`config.mk`:
```
export PLATFORM = sky130hd
export DESIGN_NAME = ccd_tgen
export DESIGN_NICKNAME = d
export VERILOG_FILES = /design/src/rtl/ccd_tgen_pkg.sv /design/src/rtl/ccd_tgen_regs.sv /design/src/rtl/ccd_tgen_ctrl.sv /design/src/rtl/ccd_tgen_dp.sv /design/src/rtl/ccd_tgen.sv
export SDC_FILE = /design/constraint.sdc
export NUM_CORES = 1
export LEC_CHECK = 0
export BUFFER_PORTS_ARGS = -buffer_cell sky130_fd_sc_hd__clkbuf_2
export CAP_MARGIN = 5
export CORE_MARGIN = 5
export CORE_UTILIZATION = 45
export DETAILED_ROUTE_END_ITERATION = 8
export PLACE_DENSITY_LB_ADDON = 0.1
export SETUP_SLACK_MARGIN = 0.4
export SLEW_MARGIN = 20
export SYNTH_ARGS = -nofsm -noshare
export SYNTH_HDL_FRONTEND = slang
export SYNTH_SLANG_ARGS = --single-unit
```
`constraint.sdc`:
```
create_clock -name clk -period 7.2 [get_ports clk]
set_clock_uncertainty 0.15 [all_clocks]
set_input_delay 0.72 -clock clk [delete_from_list [all_inputs] [get_ports clk]]
set_output_delay 0.72 -clock clk [all_outputs]
set_load 0.01 [all_outputs]
```
`src/rtl/ccd_tgen_pkg.sv`:
```
package ccd_tgen_pkg;

  localparam int PIX_PERIOD = 20;
  localparam int POS_W      = 5;
  localparam int RSW_W      = 3;
  localparam int EXT_W      = 8;
  localparam int PIX_W      = 10;
  localparam int MIN_TR     = 20;
  localparam int MIN_GUARD  = 20;
  localparam int CFG_AW     = 4;
  localparam int CFG_DW     = 16;
  localparam int CTL_W      = 6;

  typedef struct packed {
    logic [POS_W-1:0] rsPos;
    logic [RSW_W-1:0] rsWidth;
    logic [POS_W-1:0] srPos;
    logic [POS_W-1:0] ssPos;
    logic [EXT_W-1:0] trExt;
    logic [EXT_W-1:0] guardExt;
    logic             trEn;
    logic             rsEn;
    logic             phi2En;
    logic             phi1En;
    logic             trInv;
    logic             rsInv;
    logic [PIX_W-1:0] dummyCnt;
    logic [PIX_W-1:0] blackCnt;
    logic [PIX_W-1:0] activeCnt;
  } cfg_t;

  typedef struct packed {
    logic             inPix;
    logic             trWin;
    logic [POS_W-1:0] phase;
    logic             isDummy;
    logic             isBlack;
    logic             isActive;
  } seq_t;

  typedef enum logic [2:0] {
    ST_IDLE, ST_GUARD_A, ST_XFER, ST_GUARD_B, ST_PIXEL
  } st_t;

endpackage

```
`src/rtl/ccd_tgen_regs.sv`:
```
module ccd_tgen_regs
  import ccd_tgen_pkg::*;
(
  input  logic              clk,
  input  logic              rst,
  input  logic              busy,
  input  logic              wrEn,
  input  logic [CFG_AW-1:0] wrAddr,
  input  logic [CFG_DW-1:0] wrData,
  output cfg_t              cfg
);

  always_ff @(posedge clk) begin
    if (rst) begin
      cfg.rsPos     <= POS_W'(10);
      cfg.rsWidth   <= '0;
      cfg.srPos     <= POS_W'(14);
      cfg.ssPos     <= POS_W'(8);
      cfg.trExt     <= '0;
      cfg.guardExt  <= '0;
      cfg.rsInv     <= 1'b0;
      cfg.trInv     <= 1'b0;
      cfg.phi1En    <= 1'b1;
      cfg.phi2En    <= 1'b1;
      cfg.rsEn      <= 1'b1;
      cfg.trEn      <= 1'b1;
      cfg.dummyCnt  <= PIX_W'(1);
      cfg.blackCnt  <= '0;
      cfg.activeCnt <= PIX_W'(4);
    end else if (wrEn && !busy) begin
      case (wrAddr)
        CFG_AW'(0): cfg.rsPos     <= wrData[POS_W-1:0];
        CFG_AW'(1): cfg.rsWidth   <= wrData[RSW_W-1:0];
        CFG_AW'(2): cfg.srPos     <= wrData[POS_W-1:0];
        CFG_AW'(3): cfg.ssPos     <= wrData[POS_W-1:0];
        CFG_AW'(4): cfg.trExt     <= wrData[EXT_W-1:0];
        CFG_AW'(5): cfg.guardExt  <= wrData[EXT_W-1:0];
        CFG_AW'(6): {cfg.trEn, cfg.rsEn, cfg.phi2En, cfg.phi1En,
                     cfg.trInv, cfg.rsInv} <= wrData[CTL_W-1:0];
        CFG_AW'(7): cfg.dummyCnt  <= wrData[PIX_W-1:0];
        CFG_AW'(8): cfg.blackCnt  <= wrData[PIX_W-1:0];
        CFG_AW'(9): cfg.activeCnt <= wrData[PIX_W-1:0];
        default: ;
      endcase
    end
  end

  AST_WRITE_BLOCKED: assert property (@(posedge clk) disable iff (rst)
    busy |=> $stable(cfg));

endmodule

```
`src/rtl/ccd_tgen_ctrl.sv`:
```
module ccd_tgen_ctrl
  import ccd_tgen_pkg::*;
(
  input  logic clk,
  input  logic rst,
  input  logic lineStart,
  input  cfg_t cfg,
  output seq_t seq,
  output logic busy
);

  localparam int LEN_W = EXT_W + 1;
  localparam int SUM_W = PIX_W + 2;

  st_t              state;
  logic [LEN_W-1:0] lenCnt;
  logic [POS_W-1:0] phase;
  logic [SUM_W-1:0] pixNum;

  logic [LEN_W-1:0] guardLen, trLen, curLen;
  logic [SUM_W-1:0] dEff, blackEnd, lastPix;
  logic             lenDone, phaseWrap;

  always_comb begin
    guardLen  = LEN_W'(MIN_GUARD) + LEN_W'(cfg.guardExt);
    trLen     = LEN_W'(MIN_TR) + LEN_W'(cfg.trExt);
    curLen    = (state == ST_XFER) ? trLen : guardLen;
    lenDone   = (lenCnt == curLen - LEN_W'(1));
    phaseWrap = (phase == POS_W'(PIX_PERIOD - 1));
    dEff      = (cfg.dummyCnt == '0) ? SUM_W'(1) : SUM_W'(cfg.dummyCnt);
    blackEnd  = dEff + SUM_W'(cfg.blackCnt);
    lastPix   = blackEnd - SUM_W'(1) + SUM_W'(cfg.activeCnt);
  end

  always_ff @(posedge clk) begin
    if (rst) begin
      state  <= ST_IDLE;
      lenCnt <= '0;
      phase  <= '0;
      pixNum <= '0;
    end else begin
      case (state)
        ST_IDLE: begin
          if (lineStart) begin
            state  <= ST_GUARD_A;
            lenCnt <= '0;
          end
        end
        ST_GUARD_A, ST_XFER: begin
          if (lenDone) begin
            state  <= (state == ST_GUARD_A) ? ST_XFER : ST_GUARD_B;
            lenCnt <= '0;
          end else begin
            lenCnt <= lenCnt + LEN_W'(1);
          end
        end
        ST_GUARD_B: begin
          if (lenDone) begin
            lenCnt <= '0;
            phase  <= '0;
            pixNum <= SUM_W'(1);
            state  <= (lastPix == '0) ? ST_IDLE : ST_PIXEL;
          end else begin
            lenCnt <= lenCnt + LEN_W'(1);
          end
        end
        ST_PIXEL: begin
          if (phaseWrap) begin
            phase <= '0;
            if (pixNum == lastPix) state <= ST_IDLE;
            else pixNum <= pixNum + SUM_W'(1);
          end else begin
            phase <= phase + POS_W'(1);
          end
        end
        default: state <= ST_IDLE;
      endcase
    end
  end

  always_comb begin
    busy         = (state != ST_IDLE);
    seq.inPix    = (state == ST_PIXEL);
    seq.trWin    = (state == ST_XFER);
    seq.phase    = phase;
    seq.isDummy  = seq.inPix && (pixNum < dEff);
    seq.isBlack  = seq.inPix && (pixNum >= dEff) && (pixNum < blackEnd);
    seq.isActive = seq.inPix && (pixNum >= blackEnd);
  end

  AST_PHASE_RANGE: assert property (@(posedge clk) disable iff (rst)
    seq.inPix |-> (phase < POS_W'(PIX_PERIOD)));
  AST_CLASS_ONEHOT: assert property (@(posedge clk) disable iff (rst)
    $onehot0({seq.isDummy, seq.isBlack, seq.isActive}));
  AST_START_IGNORED: assert property (@(posedge clk) disable iff (rst)
    (state == ST_XFER && lineStart) |=> (state != ST_GUARD_A));

endmodule

```
`src/rtl/ccd_tgen_dp.sv`:
```
module ccd_tgen_dp
  import ccd_tgen_pkg::*;
(
  input  logic clk,
  input  logic rst,
  input  cfg_t cfg,
  input  seq_t seq,
  output logic phi1,
  output logic phi2,
  output logic rsPulse,
  output logic trPulse,
  output logic sampleRef,
  output logic sampleSig
);

  localparam int HALF = PIX_PERIOD / 2;

  logic             firstHalf, rsAct;
  logic [POS_W:0]   rsEnd;

  always_comb begin
    firstHalf = (seq.phase < POS_W'(HALF));
    rsEnd     = (POS_W+1)'(cfg.rsPos) + (POS_W+1)'(cfg.rsWidth) + (POS_W+1)'(1);
    rsAct     = seq.inPix && (seq.phase >= cfg.rsPos) &&
                ((POS_W+1)'(seq.phase) < rsEnd);
    phi1      = cfg.phi1En && (seq.inPix ? firstHalf : 1'b1);
    phi2      = cfg.phi2En && seq.inPix && !firstHalf;
    rsPulse   = cfg.rsEn ? (rsAct ^ cfg.rsInv) : cfg.rsInv;
    trPulse   = cfg.trEn ? (seq.trWin ^ cfg.trInv) : cfg.trInv;
    sampleRef = seq.inPix && (seq.phase == cfg.srPos);
    sampleSig = seq.inPix && (seq.phase == cfg.ssPos);
  end

  AST_PHI1_HELD: assert property (@(posedge clk) disable iff (rst)
    seq.trWin |-> $stable(phi1));
  AST_PHI_COMPLEMENT: assert property (@(posedge clk) disable iff (rst)
    (seq.inPix && cfg.phi1En && cfg.phi2En) |-> (phi1 != phi2));
  AST_RS_MIN_WIDTH: assert property (@(posedge clk) disable iff (rst)
    (cfg.rsWidth == '0 && $rose(rsAct)) |=> !rsAct);
  AST_SR_ONE_MCLK: assert property (@(posedge clk) disable iff (rst)
    sampleRef |=> !sampleRef);
  AST_SS_ONE_MCLK: assert property (@(posedge clk) disable iff (rst)
    sampleSig |=> !sampleSig);

endmodule

```
`src/rtl/ccd_tgen.sv`:
```
module ccd_tgen
  import ccd_tgen_pkg::*;
(
  input  logic              clk,
  input  logic              rst,
  input  logic              lineStart,
  input  logic              cfgWrEn,
  input  logic [CFG_AW-1:0] cfgAddr,
  input  logic [CFG_DW-1:0] cfgData,
  output logic              phi1,
  output logic              phi2,
  output logic              rsPulse,
  output logic              trPulse,
  output logic              sampleRef,
  output logic              sampleSig,
  output logic              dummyFlag,
  output logic              blackFlag,
  output logic              activeFlag,
  output logic              busy
);

  cfg_t cfg;
  seq_t seq;

  ccd_tgen_regs i_regs (
    .clk(clk), .rst(rst), .busy(busy), .wrEn(cfgWrEn),
    .wrAddr(cfgAddr), .wrData(cfgData), .cfg(cfg)
  );

  ccd_tgen_ctrl i_ctrl (
    .clk(clk), .rst(rst), .lineStart(lineStart), .cfg(cfg),
    .seq(seq), .busy(busy)
  );

  ccd_tgen_dp i_dp (
    .clk(clk), .rst(rst), .cfg(cfg), .seq(seq),
    .phi1(phi1), .phi2(phi2), .rsPulse(rsPulse), .trPulse(trPulse),
    .sampleRef(sampleRef), .sampleSig(sampleSig)
  );

  assign dummyFlag  = seq.isDummy;
  assign blackFlag  = seq.isBlack;
  assign activeFlag = seq.isActive;

endmodule

```
### Word level (Yosys, flattened, before mapping)

Index checks and enable logic that the tools add are counted.
W data, S select, Z words.

* ROM bits: 0
* flip-flop bits (word level): 99
* output and inout port bits: 10
* bits in writable memories: 0
* latch bits: 0
* input port bits: 24
* memories kept: 0
* logic and storage cells: 123

* div/mod/pow operators: 0
* mux-type cells: 23
* add/sub/neg operators: 11
* magnitude comparators: 7
* equal/unequal tests: 24
* bitwise gates (word level): 2
* multiply operators: 0
* shifts and indexed selects: 0
* reductions and logical operators: 37

Operator list (count)
* $mux W12: 3
* $mux W9: 3
* $add A12 B10 Y12: 2
* $ge A12 B12 Y1: 2
* $lt A12 B12 Y1: 2
* $pmux W12 S2: 1
* $reduce_and A2 Y1: 12
* $add A5 B8 Y9 const A: 2
* $mux W3: 6
* $pmux W9 S2: 1
* $eq A4 B3 Y1 const B: 4
* $add A12 B1 Y12 const B: 1
* $eq A12 B12 Y1: 1
* $logic_and A1 B1 Y1: 12
* $logic_not A12 Y1: 1
* $pmux W3 S4: 1
* $sub A12 B1 Y12 const B: 1
* $eq A5 B5 Y1: 2
* $logic_not A10 Y1: 1
* $mux W10: 1
* $mux W5: 2
* $pmux W5 S2: 1
* $add A9 B1 Y9 const B: 1
* $eq A9 B9 Y1: 1
* 27 further kinds: 40

### Depth between registers and ports, before layout

* word-level depth: 9
* gate-level depth with buffers: 25
* gate-level depth less buffers: 23

### Hierarchy

Synthesis repeated with hierarchy kept, for this count alone.

* cells, all modules: 876
* area total of the unflattened synthesis: 7639.8 um2

By module, submodules not included
* ccd_tgen_ctrl: cells an instance 552, seq. area each 580.6 um2, area an instance 4309.1 um2, instances 1
* ccd_tgen_regs: cells an instance 259, seq. area each 1401.3 um2, area an instance 2834.0 um2, instances 1
* ccd_tgen_dp: cells an instance 65, seq. area each 0.0 um2, area an instance 496.7 um2, instances 1

### Worst setup path before layout

Ideal clock, no wire load.

* path kind: reg-to-reg
* start point: reg i_regs.cfg[26] (netlist name)
* end point: reg i_ctrl.pixNum[0]
* cell stages (with the launch flop): 25
* setup time: 116 ps
* path buffers: 3
* data arrival time: 4799 ps
* path slack: 2135 ps
* period minus slack after synthesis: 5065 ps
* cell sequence: dfxtp_1 -> nor4_1 -> a41o_1 -> ha_1 -> inv_1 -> fa_1 -> nor2b_1 -> nor3_1 -> o21ai_0 -> a21oi_1 -> xor2_1 -> xor2_1 -> ha_1 -> clkbuf_1 -> o21a_1 -> o21ai_1 -> o2bb2ai_1 -> o21a_1 -> xnor3_1 -> or4_1 -> nand3_1 -> buf_4 -> buf_6 -> nand3_1 -> o211a_1

* cells in the longest elaborated chain, start to end: 8

RTL lines
* $logic_not A10 Y1: RTL line ccd_tgen_ctrl.sv:30 `dEff = (cfg.dummyCnt == '0) ? SUM_W'(1) : SUM_W'(cfg.dummyCnt);`
* $mux W10 (*): RTL line ccd_tgen_ctrl.sv:30
* $add A12 B10 Y12 (*): RTL line ccd_tgen_ctrl.sv:31 `blackEnd = dEff + SUM_W'(cfg.blackCnt);`
* $sub A12 B1 Y12 (*): RTL line ccd_tgen_ctrl.sv:32 `lastPix = blackEnd - SUM_W'(1) + SUM_W'(cfg.activeCnt);`
* $add A12 B10 Y12 (*): RTL line ccd_tgen_ctrl.sv:32
* $eq A12 B12 Y1 (*): RTL line ccd_tgen_ctrl.sv:70 `if (pixNum == lastPix) state <= ST_IDLE;`
* $ne A2 B2 Y1 (no line) (*)
* $reduce_and A4 Y1 (no line) (*)
* end signal, assigned: RTL line ccd_tgen_ctrl.sv:71 `else pixNum <= pixNum + SUM_W'(1);`
* end, declared: RTL line ccd_tgen_ctrl.sv:18 `logic [SUM_W-1:0] pixNum;`

Mark *: on every way between the ends. The rest lies on a longest branch, timed or not.
A chain may end at the register's enable or synchronous reset.

### Worst setup path after layout

* start point: reg i_regs.cfg[28] (netlist name)
* end point: reg i_ctrl.pixNum[6]

* cells in the longest elaborated chain, start to end: 8

RTL lines (RTL line)
* $logic_not A10 Y1: ccd_tgen_ctrl.sv:30
* $mux W10 (*): ccd_tgen_ctrl.sv:30
* $add A12 B10 Y12 (*): ccd_tgen_ctrl.sv:31
* $sub A12 B1 Y12 (*): ccd_tgen_ctrl.sv:32
* $add A12 B10 Y12 (*): ccd_tgen_ctrl.sv:32
* $eq A12 B12 Y1 (*): ccd_tgen_ctrl.sv:70
* $ne A2 B2 Y1 (no line) (*)
* $reduce_and A4 Y1 (no line) (*)

Marked as above.

==> flow_metrics.py <==
metrics = {
    "outcome": {
        "status": "completed",
    },
    "synthesis": {
        "synth-edff-count": 0,
        "ys.warnings.count": 0,
        "ys_types": 80,
        "synth_area_mm2": 0.00716,
        "syn-num-nets": 924,
        "synth-seq-cells": 99,
        "ys_top_cells_by_count": "dfxtp_1, nor2_1, mux2i_1",
        "yosysSeqAreaShare_pct": 27.7,
        "synth_ff_type": "dfxtp_1",
        "netlist_instances": 834,
        "async_flop_share_pct": 0,
        "yosysTopAreaCell": "dfxtp_1",
        "syn_avg_cell_area_um2": 8.58,
        "synth_area_leaders": "dfxtp_1, ha_1, mux2i_1, nor2_1, xnor2_1",
        "synth.most_common_cell": "dfxtp_1",
        "synth_top_cell_area_share_pct": 27.7,
    },
    "timing": {
        "slew_headroom_pct": 24.2,
        "tightestPinTransition_ns": 1.13,
        "period_share_pct": 85.0,
        "finalMaxSlewViolations": 0,
        "rsz0062_at_grt": "false",
        "fmax_ghz": 0.163,
        "hold_viol": 0,
        "worst_slack_ns": 1.08,
        "fin_crit_ns": 6.12,
        "final.setup.tns_ns": 0,
        "final-setup-viol-count": 0,
    },
    "placement": {
        "place_congestion": 0.823,
        "placed_cell_area_mm2": 0.00738,
        "dp_hpwl_um": 13100,
        "port_buffers": 27,
        "place_ws_ns": 1.12,
    },
    "clock_network": {
        "cts_root_buf": "clkbuf_16",
        "clk_pin_slew_ns": 0.07,
        "post_cts_buffers": 0,
        "cts.sinks": 99,
        "cts_made_buffers": 9,
        "hold_buffers": 0,
        "cts_tree": "done",
        "clockBufferDepth": 2,
        "clk_latency_ns": 0.35,
        "post_cts_resized": 0,
        "htreeDepth": 3,
    },
    "route": {
        "detail_route.wl_per_cell_um": 16.7,
        "totalWireLength_um": 17500,
        "vias": 5766,
        "post-route-drc-count": 0,
        "drtIter0Drc": 314,
        "drtPass1Iterations": 4,
        "ant_nets": 0,
        "vias_per_cell": 5.51,
    },
    "finish": {
        "drive_gt1_share_pct": 8.31,
        "design_area_mm2": 0.00767,
        "area_growth_pct": 7.17,
        "seqCellArea_mm2": 0.00198,
        "multi_input_area_mm2": 0.00478,
        "final.fill_count": 1557,
        "finalNetCount": 915,
        "antenna_cells": 0,
    },
    "worst_setup_path": {
        "crit_fanout": 12,
        "ff2ff_path_depth": 24,
        "worstSetupStartpointType": "register",
        "path_cells": "nor4_1 > a41o_1 > ha_1 > a21o_1 > a21oi_1 > o21a_1 > o21bai_1 > a21oi_1 > o21bai_1 > a21oi_1 > xor2_1 > ha_1 > inv_1 > ha_1 > xnor2_1 > nor3_1 > a2111oi_0 > o2111a_1 > o2111ai_1 > or4_1 > nand3_1 > buf_4 > a2111o_1 > nand2_1",
        "arrival_ns": 6.21,
        "cp_data_required_time_ns": 7.29,
        "crit_path_end_kind": "register",
        "crit_slowest_cell": "a2111oi_0",
        "crit_type": "reg2reg",
        "timing.rr.start": "i_regs.cfg[28]",
        "cpPeakStageDelay_ns": 0.56,
        "reg2reg_to": "i_ctrl.pixNum[6]",
        "worst-r2r-setup-slack_ns": 1.08,
    },
    "global_route": {
        "grt_max_degree": 74,
        "grt_overflow": 0,
        "grt_usage_pct": 19.7,
        "antenna_found_initial": 0,
        "grt_pass1_vias": 5690,
        "grt_pass1_wl_um": 28600,
    },
    "hold_path": {
        "hold_class": "reg2reg",
        "worst_hold_path.endpoint": "i_regs.cfg[32]",
        "hp-start": "i_regs.cfg[32]",
        "hold_depth": 2,
    },
    "power": {
        "power_uw": 1170,
        "p_leak_uw": 0.00335,
        "p_per_area_mw_per_mm2": 152,
        "peakVddDrop_v": 0.000185,
    },
    "die": {
        "dieWidth_um": 136,
        "start_util_pct": 45.4,
        "coreArea_mm2": 0.0158,
        "die_h_um": 136,
        "io-pin-count": 34,
        "die_area_mm2": 0.0185,
        "rows": 46,
    },
    "job": {
        "max_cap_violations": 0,
    },
}
[critical path: cells and delay by family (launching register included)]
family	cells	cell delay (ns)
AOI/OAI and AO/OA	12	2.66
xor gates and xnor gates	2	0.62
adders and majority gates	3	0.73
buffers and inverters	2	0.29
DFF	1	0.42
and+or+nand+nor	5	1.14
[area by class of cell]
| cell class | count | share of cell area, % |
|---|---|---|
| multi-input cells | 632 | 62.3 |
| flip-flops and latches | 99 | 25.8 |
| well taps | 216 | 3.52 |
| clock buffers | 12 | 3.21 |
| inverters | 52 | 2.55 |
| repair buffers | 31 | 2.15 |
| clock inverters | 4 | 0.441 |
[per-layer routing]
metal | vias up | wire, um | GRT usage [%]
met1 | 2750 | 7990 | 24.5
met3 | 15 | 701 | 4.33
li1 | 2916 | - | -
met5 | - | 0 | 0
met2 | 85 | 8490 | 34.2
met4 | 0 | 276 | 5.15
[logic make-up after synthesis]
logic type | Yosys count | share of synthesized area (%)
XOR/XNOR | 68 | 9.02
flip-flops | 99 | 27.7
AND/OR/NAND/NOR | 265 | 18.9
adder cells (fa/ha/maj) | 69 | 12.3
buffers and inverters | 103 | 5.81
multiplexers | 79 | 11.1
AO/OA/AOI/OAI | 151 | 15.2
[per-stage QoR]
stage	util [%]	hold slack (ns)	cells
floorplan	-	0.283	834
global placement	46.8	0.295	1030
detailed placement	46.8	0.307	1030
CTS	48.5	0.324	1046
global route	48.6	0.352	1046
finish	48.6	0.324	1046
[worst max path at each step]
stage              startpoint               end  cells past startpoint
4_1_cts        i_regs.cfg[28]  i_ctrl.pixNum[8]                     24
3_3_place_gp   i_regs.cfg[26]  i_ctrl.pixNum[8]                     24
5_1_grt        i_regs.cfg[27]  i_ctrl.pixNum[8]                     22
6_report       i_regs.cfg[28]  i_ctrl.pixNum[6]                     24
2_1_floorplan  i_regs.cfg[26]  i_ctrl.pixNum[0]                     24
3_5_place_dp   i_regs.cfg[28]  i_ctrl.pixNum[8]                     24
[power by group]
part	switching, uW	internal, uW
combinational	80.5	54.6
clock	223	247
sequential	7.55	554
total	311	855
[cell usage in the layout (no fill, tap or decap), drive strengths merged, types with 3 or more instances in the layout]
cell     netlist  routed
a2111oi        4       4
or2            4       4
a21oi         36      36
dfxtp         99      99
o21a           7       7
a21o           7       7
nor3b          7       7
mux2i         79      79
nand4          8       8
a211oi         8       8
xor2          29      29
nor2          89      89
maj3           3       3
nor3          15      15
fa             3       3
nor4           5       5
o2111ai       10      10
and3           8       8
nor2b         10      10
xnor2         36      36
o211ai         7       7
nand2         54      54
ha            63      63
clkbuf        44      39
nand2b        18      18
a31oi          9       9
a2111o         8       8
o21ai         29      29
and2           6       6
inv           52      53
buf            7       4
or4            3       3
nand3         23      23
[registers in the layout (all words and copies together), names as in the netlist]
| name | count |
|---|---|
| i_regs.cfg | 70 |
| i_ctrl.pixNum | 12 |
| i_ctrl.lenCnt | 9 |
| i_ctrl.phase | 5 |
| i_ctrl.state | 3 |
Power figures use the tool's default switching activity.
